<file path="config.mk">
export PLATFORM = sky130hd
export DESIGN_NAME = bist_seq
export DESIGN_NICKNAME = d
export VERILOG_FILES = /design/src/rtl/bist_seq_pkg.sv /design/src/rtl/bist_phase_sel.sv /design/src/rtl/bist_step_timer.sv /design/src/rtl/bist_seq.sv
export SDC_FILE = /design/constraint.sdc
export NUM_CORES = 1
export LEC_CHECK = 0
export BUFFER_PORTS_ARGS = -buffer_cell sky130_fd_sc_hd__buf_2
export CORE_ASPECT_RATIO = 1.25
export CORE_UTILIZATION = 58
export DETAILED_ROUTE_END_ITERATION = 8
export PLACE_DENSITY = 0.78
export SLEW_MARGIN = 40
export SYNTH_ARGS = -nofsm -noshare
export SYNTH_HDL_FRONTEND = slang
export SYNTH_SLANG_ARGS = --single-unit
</file>
<file path="constraint.sdc">
create_clock -name clk -period 3.62 [get_ports clk]
set_clock_uncertainty 0.15 [all_clocks]
set_input_delay 0.362 -clock clk [delete_from_list [all_inputs] [get_ports clk]]
set_output_delay 0.362 -clock clk [all_outputs]
set_load 0.02 [all_outputs]
</file>
<file path="src/rtl/bist_seq_pkg.sv">
package bist_seq_pkg;
  localparam int unsigned NPH = 5;

  typedef int unsigned len_arr_t [NPH];
  typedef logic [2:0] code_arr_t [NPH];

  typedef enum logic [1:0] {
    ST_IDLE  = 2'd0,
    ST_PHASE = 2'd1,
    ST_OVH   = 2'd2,
    ST_DONE  = 2'd3
  } bist_st_e;

  // Longest window among the checks and the wrap-up interval.
  function automatic int unsigned longest(input len_arr_t lens, input int unsigned extra);
    int unsigned m;
    m = extra;
    for (int i = 0; i < NPH; i++) if (lens[i] > m) m = lens[i];
    return m;
  endfunction

  // Bits needed to count 0..m-1 (at least one bit).
  function automatic int unsigned ctr_width(input int unsigned m);
    return (m < 2) ? 1 : $clog2(m);
  endfunction

  // Cycles from first busy cycle to done when check 'upto' is the last one run.
  function automatic int unsigned run_cycles(input len_arr_t lens, input int unsigned ovh,
                                             input int unsigned upto);
    int unsigned s;
    s = ovh;
    for (int i = 0; i < NPH; i++) if (i <= int'(upto)) s += lens[i];
    return s;
  endfunction
endpackage

</file>
<file path="src/rtl/bist_phase_sel.sv">
module bist_phase_sel
  import bist_seq_pkg::*;
#(
  parameter len_arr_t    PH_LEN  = '{221, 166, 214, 154, 763},
  parameter code_arr_t   PH_CODE = '{3'b100, 3'b101, 3'b111, 3'b110, 3'b111},
  parameter int unsigned CW      = 10,
  parameter int unsigned IW      = 3
) (
  input  logic [IW-1:0]  ph_idx,
  output logic [NPH-1:0] ph_onehot,
  output logic [CW-1:0]  ph_last,
  output logic [2:0]     ph_code
);
  logic [CW-1:0] last_tab [NPH];
  logic [2:0]    code_tab [NPH];

  for (genvar i = 0; i < NPH; i++) begin : g_row
    assign ph_onehot[i] = (ph_idx == IW'(i));
    assign last_tab[i]  = CW'(PH_LEN[i] - 1);
    assign code_tab[i]  = PH_CODE[i];
  end

  always_comb begin
    ph_last = '0;
    ph_code = '0;
    for (int i = 0; i < NPH; i++) begin
      if (ph_onehot[i]) begin
        ph_last = ph_last | last_tab[i];
        ph_code = ph_code | code_tab[i];
      end
    end
  end
endmodule

</file>
<file path="src/rtl/bist_step_timer.sv">
module bist_step_timer #(
  parameter int unsigned CW = 10
) (
  input  logic          clk,
  input  logic          rst_n,
  input  logic          run,
  input  logic [CW-1:0] last,
  output logic          step_end
);
  logic [CW-1:0] cnt;

  assign step_end = run && (cnt == last);

  always_ff @(posedge clk or negedge rst_n) begin
    if (!rst_n)                cnt <= '0;
    else if (!run || step_end) cnt <= '0;
    else                       cnt <= cnt + 1'b1;
  end
endmodule

</file>
<file path="src/rtl/bist_seq.sv">
module bist_seq
  import bist_seq_pkg::*;
#(
  parameter len_arr_t    PH_LEN  = '{221, 166, 214, 154, 763},
  parameter code_arr_t   PH_CODE = '{3'b100, 3'b101, 3'b111, 3'b110, 3'b111},
  parameter int unsigned OVH_LEN = 26
) (
  input  logic           clk,
  input  logic           rst_n,
  input  logic           start,
  input  logic [NPH-1:0] chk_fail,
  output logic           busy,
  output logic           done,
  output logic [2:0]     fail_code
);
  localparam int unsigned CW = ctr_width(longest(PH_LEN, OVH_LEN));
  localparam int unsigned IW = ctr_width(NPH);
  localparam logic [IW-1:0] LAST_PH = IW'(NPH - 1);
  localparam logic [CW-1:0] OVH_LAST = CW'(OVH_LEN - 1);

  bist_st_e       st;
  logic [IW-1:0]  ph_idx;
  logic [NPH-1:0] ph_onehot;
  logic [CW-1:0]  ph_last;
  logic [2:0]     ph_code;
  logic [CW-1:0]  step_last;
  logic           step_end;

  // Named internal events (also observed by the bound checker).
  logic ph_end;
  logic ovh_end;
  logic fail_hit;
  logic start_take;

  bist_phase_sel #(
    .PH_LEN (PH_LEN),
    .PH_CODE(PH_CODE),
    .CW     (CW),
    .IW     (IW)
  ) u_sel (
    .ph_idx   (ph_idx),
    .ph_onehot(ph_onehot),
    .ph_last  (ph_last),
    .ph_code  (ph_code)
  );

  assign busy      = (st == ST_PHASE) || (st == ST_OVH);
  assign done      = (st == ST_DONE);
  assign step_last = (st == ST_OVH) ? OVH_LAST : ph_last;

  bist_step_timer #(.CW(CW)) u_tmr (
    .clk     (clk),
    .rst_n   (rst_n),
    .run     (busy),
    .last    (step_last),
    .step_end(step_end)
  );

  assign ph_end     = (st == ST_PHASE) && step_end;
  assign ovh_end    = (st == ST_OVH) && step_end;
  assign fail_hit   = |(ph_onehot & chk_fail);
  assign start_take = start && !busy;

  always_ff @(posedge clk or negedge rst_n) begin
    if (!rst_n) begin
      st        <= ST_IDLE;
      ph_idx    <= '0;
      fail_code <= '0;
    end else begin
      case (st)
        ST_IDLE, ST_DONE: begin
          if (start_take) begin
            st        <= ST_PHASE;
            ph_idx    <= '0;
            fail_code <= '0;
          end
        end
        ST_PHASE: begin
          if (ph_end) begin
            if (fail_hit) begin
              fail_code <= ph_code;
              st        <= ST_OVH;
            end else if (ph_idx == LAST_PH) begin
              st <= ST_OVH;
            end else begin
              ph_idx <= ph_idx + IW'(1);
            end
          end
        end
        ST_OVH: begin
          if (ovh_end) st <= ST_DONE;
        end
        default: st <= ST_IDLE;
      endcase
    end
  end
endmodule

</file>
==> impl_metrics.csv, run 1 <==
group,metric,value,unit
timing,layout_setup_ws,0.793,ns
clocking,path_clk_slew,0.12,ns
timing,grt_setup_unrepaired,"false",
clocking,clk_root_buffer_cell,"clkbuf_4",
flow_run,maxCapViolations,0,
timing,worst_slew_pin_slew,0.480,ns
logic_synthesis,synthMuxAreaShare,0.0600,
placed_design,gp_congestion,0.811,
drt,routed_wl,2620,um
placed_design,port-buffer-count,12,
timing,slew_headroom,0.678,
die,dieArea,2500,sq um
layout,antennaDiodeCount,0,
timing,setup_viol,0,
worst_setup_path,crit_fanout,15,
power,finalPower,0.745,mW
die,die_w,44.9,um
grt,grt_pass1_vias,1014,
placed_design,dpl_worst_slack,0.840,ns
clocking,cts.sink_count,18,
die,initial_core_util,0.610,
logic_synthesis,synth_cell_type_count,41,
clocking,cts_max_level,1,
logic_synthesis,synth_most_common_cell,"dfrtp_1",
drt,dr.pass1.iters,4,
logic_synthesis,syn_nets,165,
worst_setup_path,slowest_delay,0.64,ns
grt,grt_max_degree,19,
power,irDropWorstVdd,603,uV
logic_synthesis,syn_avg_cell_area,9.08,sq um
drt,vias_per_cell,5.73,
logic_synthesis,yosysTopAreaCell,"dfrtp_1",
clocking,cts_made_buffers,3,
logic_synthesis,synth-edff-count,0,
clocking,insertion_delay,0.31,ns
logic_synthesis,synth_common_cells,"dfrtp_1, nand2_1, nor2_1",
outcome,status,"complete, no violations",
clocking,tritoncts,"done",
timing,max_freq,354,MHz
logic_synthesis,synth_top_family_by_area,"simple AND/OR/NAND/NOR gates",
layout,final_util,0.664,
placed_design,dp_hpwl,1980,um
die,coreArea,2190,sq um
die,pin_count,13,
layout,finalNetCount,178,
logic_synthesis,ys_ff_latch,18,
layout,final_cells,190,
power,leakage,0.641,nW
logic_synthesis,synth-xor-area-share,0.0590,
timing,min_period_over_period,0.781,
timing,fin_crit,2.83,ns
grt,grt_pass1_wl,4440,um
logic_synthesis,yosys_warnings,0,
drt,antenna_left,0,
grt,grt_antenna_before_repair,0,
placed_design,post-place-cells,185,
worst_setup_path,worst-setup-path-type,"flip-flop to flip-flop",
clocking,clockBufferDepth,2,
logic_synthesis,synth_top_area_frac,0.337,
drt,drtIter0Drc,17,
grt,track_usage,0.236,
logic_synthesis,synth_fa_ha_area_frac,0.0937,
worst_setup_path,crit_required,3.71,ns
layout,drive_above_1_share,0.151,
worst_setup_path,crit_chain,"inv_1 -> ha_1 -> or4_1 -> a22oi_2 -> o2111ai_4 -> nor3_4 -> mux2i_1",
logic_synthesis,synth_cells,147,
logic_synthesis,ys.flop_type,"dfrtp_1",
worst_setup_path,arrival,2.92,ns
drt,avgRoutedWirePerCell,13.8,um
timing,setup_tns,0,ns
worst_setup_path,cp_slowest_cell,"dfrtp_1",
min_path,hold_path_class,"input port to flip-flop",
worst_setup_path,end_kind,"flip-flop",
drt,route.detailed.drc,0,
die,fp-row-count,19,
logic_synthesis,synth_compound_area_frac,0.170,
logic_synthesis,synthesis.area,1340,sq um
timing,maxSlewViolCount,0,
logic_synthesis,synth_area_leaders,"dfrtp_1, ha_1, mux2i_1",
grt,overflow,0,
power,power_density,513,nW/um^2
worst_setup_path,start_kind,"flip-flop",
logic_synthesis,synth-simple-area-share,0.237,
timing,hold_viol_final,0,
layout,area.growth.synth_to_final,8.81,%
logic_synthesis,seq_area_frac_synth,0.337,
logic_synthesis,ys_async_sr_fraction,1.00,
drt,vias,1089,
die,die_h,55.6,um
==> worst max-delay path: cells and delay by family, from the launching register on <==
family | cells | cell delay (ns)
AND/OR/NAND/NOR | 2 | 0.86
multiplexers | 1 | 0.22
AO/OA/AOI/OAI | 2 | 0.42
buffers and inverters | 1 | 0.14
adder cells (fa/ha/maj) | 1 | 0.32
flip-flops | 1 | 0.64
==> state kept, by name, summed over array words and instances, names as in the netlist <==
| register | count |
|---|---|
| st | 2 |
| u_tmr.cnt | 10 |
| fail_code | 3 |
| ph_idx | 3 |
==> through the flow <==
step	hold WS, ns	instance area, sq um
3_5_place_dp	0.170	1410
3_3_place_gp	0.157	1410
4_1_cts	0.233	1450
5_1_grt	0.259	1450
6_report	0.248	1450
2_1_floorplan	-0.0836	1340
==> cells by family (layout without fill, tap and decap cells) <==
logic type	after synthesis	count (layout)
adder cells (fa/ha/maj)	10	10
XOR/XNOR	9	9
multiplexers	8	8
flip-flops	18	18
AO/OA/AOI/OAI	28	28
buffers and inverters	13	25
AND/OR/NAND/NOR	61	61
==> layout make-up <==
type                       instances  area, sq um
sequential                        18          450
clock buffer                       4         36.3
inverter                           8         30.0
fill                             192          734
timing repair buffer              13         70.1
multi-input combinational        116          827
tap                               31         38.8
==> cells in the final DEF (no fill, tap or decap), types with 2 or more instances in the layout <==
cell	Yosys	final
mux2i_1	8	8
or3_1	2	2
a21o_1	2	2
nor3_4	2	2
o21ai_0	5	5
nor2_1	17	17
nand2_1	17	17
dfrtp_1	18	18
a211oi_1	2	2
o31ai_1	2	2
and3_1	2	2
xor2_1	5	5
o211ai_1	3	3
ha_1	10	10
buf_2	1	12
nand3_1	6	6
nor3_1	5	5
xnor2_1	4	4
a21oi_1	3	3
clkbuf_4	0	3
nand3b_1	3	3
inv_1	8	8
==> power breakdown <==
part           switching (mW)  internal (mW)
logic                   0.229          0.119
registers              0.0391          0.229
clock network          0.0680         0.0614
total                   0.336          0.409
==> per-layer routing <==
layer / global-route usage / vias to the layer above / routed length [um]
met2: 0.370 / 22 / 1280
met5: 0 / - / 0
met1: 0.316 / 520 / 1180
met3: 0.0227 / 9 / 72
li1: - / 538 / -
met4: 0.121 / 0 / 85
==> repair_timing <==
item,CTS,global route
endpoints found under the hold margin,18,0
setup buffers,0,0
setup endpoints to repair,0,0
hold buffers,1,0
resized for setup,0,0
==> path summary, 6_finish.rpt <==
path                                            end  slack (ns)                      from  cells after the start
max                           ph_idx[2]$_DFFE_PN0P_        0.79     ph_idx[2]$_DFFE_PN0P_                      7
min                               st[1]$_DFFE_PN0P_        0.25                     start                      4
max reg2reg                   ph_idx[2]$_DFFE_PN0P_        0.79     ph_idx[2]$_DFFE_PN0P_                      7
min reg2reg                fail_code[2]$_DFFE_PN0P_        0.34  fail_code[2]$_DFFE_PN0P_                      1
max in group asynchronous         st[0]$_DFFE_PN0P_        2.67                     rst_n                      2
min in group asynchronous    u_tmr.cnt[6]$_DFF_PN0_        0.36                     rst_n                      2
Power figures use the tool's default switching activity.
==> run 2, diff against run 1 <==
==> constraint.sdc (replaced) <==
create_clock -name clk -period 2.9 [get_ports clk]
set_clock_uncertainty 0.15 [all_clocks]
set_input_delay 0.29 -clock clk [delete_from_list [all_inputs] [get_ports clk]]
set_output_delay 0.29 -clock clk [all_outputs]
set_load 0.02 [all_outputs]
==> run 2 against run 1 <==
Compared with the run above: core utilization rose by 0.40 points; via count fell by 1.2%; combinational power rose by 24%; final area rose by 0.60%.
==> impl_metrics.csv, run 2 (synthesis results as in run 1) <==
group,metric,value,unit
power,power_density,630,nW/um^2
placed_design,dp_hpwl,2010,um
timing,hold_viol_final,0,
clocking,clk_root_buffer_cell,"clkbuf_4",
clocking,insertion_delay,0.29,ns
layout,antennaDiodeCount,0,
clocking,path_clk_slew,0.11,ns
worst_setup_path,slowest_delay,0.48,ns
layout,drive_above_1_share,0.163,
worst_setup_path,reg2reg_to,"ph_idx[0]$_DFFE_PN0P_",
die,die_h,55.6,um
grt,grt_pass1_wl,4690,um
layout,final_cell_mix,"nor2_1, nand2_1, dfrtp_1",
placed_design,post-place-cells,186,
flow_run,maxCapViolations,0,
timing,max_freq,367,MHz
min_path,min_delay_worst_endpoint,"st[1]$_DFFE_PN0P_",
worst_setup_path,crit_fanout,8,
worst_setup_path,r2r_setup_slack,0.17,ns
worst_setup_path,crit_chain,"ha_1 -> ha_1 -> nor2_1 -> nand3b_1 -> a211oi_1 -> o2111ai_4 -> nor3_4 -> mux2i_1",
placed_design,gp_congestion,0.868,
min_path,hold_path_class,"input port to flip-flop",
grt,grt_max_degree,19,
layout,finalNetCount,179,
die,die_w,44.9,um
timing,worst_slew_pin_slew,0.497,ns
outcome,status,"complete, no violations",
timing,fin_crit,2.73,ns
timing,min_period_over_period,0.941,
die,dieArea,2500,sq um
worst_setup_path,cp_slowest_cell,"a211oi_1",
layout,top_register,"u_tmr.cnt",
timing,setup_viol,0,
worst_setup_path,r2r-start,"ph_idx[0]$_DFFE_PN0P_",
clocking,cts_max_level,1,
worst_setup_path,start_kind,"flip-flop",
worst_setup_path,reg2reg_depth,8,
die,coreArea,2190,sq um
min_path,min_path_cells,4,
drt,vias,1076,
drt,vias_per_cell,5.63,
layout,largest_registers,"u_tmr.cnt: 10 flops, fail_code: 3 flops, ph_idx: 3 flops",
drt,dr.pass1.iters,6,
power,leakage,0.645,nW
timing,setup_tns,0,ns
worst_setup_path,worst-setup-path-type,"flip-flop to flip-flop",
layout,multi_input_area,827,sq um
die,fp-row-count,19,
worst_setup_path,cp_num_buf_inv,0,
placed_design,place_area,1410,sq um
placed_design,port-buffer-count,12,
layout,fin_area,1460,sq um
worst_setup_path,crit_required,2.97,ns
die,initial_core_util,0.610,
clocking,cts_made_buffers,3,
drt,antenna_left,0,
grt,track_usage,0.248,
grt,grt_pass1_vias,1082,
timing,maxSlewViolCount,0,
power,irDropWorstVdd,649,uV
clocking,clockBufferDepth,2,
die,pin_count,13,
drt,routed_wl,2580,um
drt,drtIter0Drc,30,
grt,grt_antenna_before_repair,0,
layout,final_cells,191,
layout,num-fill-cells,182,
clocking,tritoncts,"done",
min_path,hold_start,"start",
worst_setup_path,arrival,2.80,ns
clocking,cts.sink_count,18,
layout,largest_reg_flops,10,
grt,overflow,0,
timing,grt_setup_unrepaired,"false",
timing,timing.hold.ws,0.172,ns
drt,route.detailed.drc,0,
worst_setup_path,end_kind,"flip-flop",
layout,regArea,452,sq um
layout,area.growth.synth_to_final,9.47,%
worst_setup_path,path_common_cell,"ha_1",
drt,avgRoutedWirePerCell,13.5,um
power,finalPower,0.921,mW
timing,slew_headroom,0.667,
worst_setup_path,cp_top_family,"compound AO/OA/AOI/OAI gates",
run 2: how the worst max path moves through the flow:
stage | start | end | slack [ns] | cells past startpoint
floorplan | ph_idx[0]$_DFFE_PN0P_ | ph_idx[0]$_DFFE_PN0P_ | 0.36 | 8
global placement | ph_idx[0]$_DFFE_PN0P_ | ph_idx[0]$_DFFE_PN0P_ | 0.29 | 7
detailed placement | ph_idx[0]$_DFFE_PN0P_ | ph_idx[1]$_DFFE_PN0P_ | 0.18 | 8
CTS | ph_idx[0]$_DFFE_PN0P_ | ph_idx[0]$_DFFE_PN0P_ | 0.15 | 7
global route | ph_idx[0]$_DFFE_PN0P_ | ph_idx[1]$_DFFE_PN0P_ | 0.001 | 8
finish | ph_idx[0]$_DFFE_PN0P_ | ph_idx[0]$_DFFE_PN0P_ | 0.17 | 8
run 2: power breakdown:
part	internal, mW	total, mW	switching (mW)
logic	0.147	0.431	0.284
clock network	0.0765	0.155	0.0785
registers	0.286	0.334	0.0483
run 2: area by class of cell:
| class | count | share of cell area |
|---|---|---|
| clock buffers | 4 | 0.0248 |
| flip-flops and latches | 18 | 0.309 |
| repair buffers | 14 | 0.0531 |
| well taps | 31 | 0.0265 |
| inverters | 8 | 0.0205 |
| multi-input cells | 116 | 0.566 |
run 2: per-layer routing:
metal	GRT usage	vias up	wire, um
met5	0	-	0
met4	0.108	0	42
met3	0.0227	6	74
met2	0.418	21	1340
met1	0.314	504	1120
li1	-	545	-
run 2: worst register-to-register path: stages, from the launching register on:
cell	delay [ns]
dfrtp_2	0.47
ha_1	0.22
ha_1	0.28
nor2_1	0.17
nand3b_1	0.10
a211oi_1	0.48
o2111ai_4	0.27
nor3_4	0.31
mux2i_1	0.22
run 2: repair_timing:
item / CTS / global route
setup buffers: 0 / 0
gates resized for setup: 0 / 1
endpoints found under the setup margin: 0 / 4
hold buffers: 1 / 0
hold endpoints to repair: 18 / 0
run 2: metrics by stage:
step / setup slack, ns / utilization
2_1_floorplan: 0.360 / -
3_3_place_gp: 0.294 / 0.646
3_5_place_dp: 0.177 / 0.646
4_1_cts: 0.150 / 0.668
5_1_grt: 0.00133 / 0.668
6_report: 0.172 / 0.668
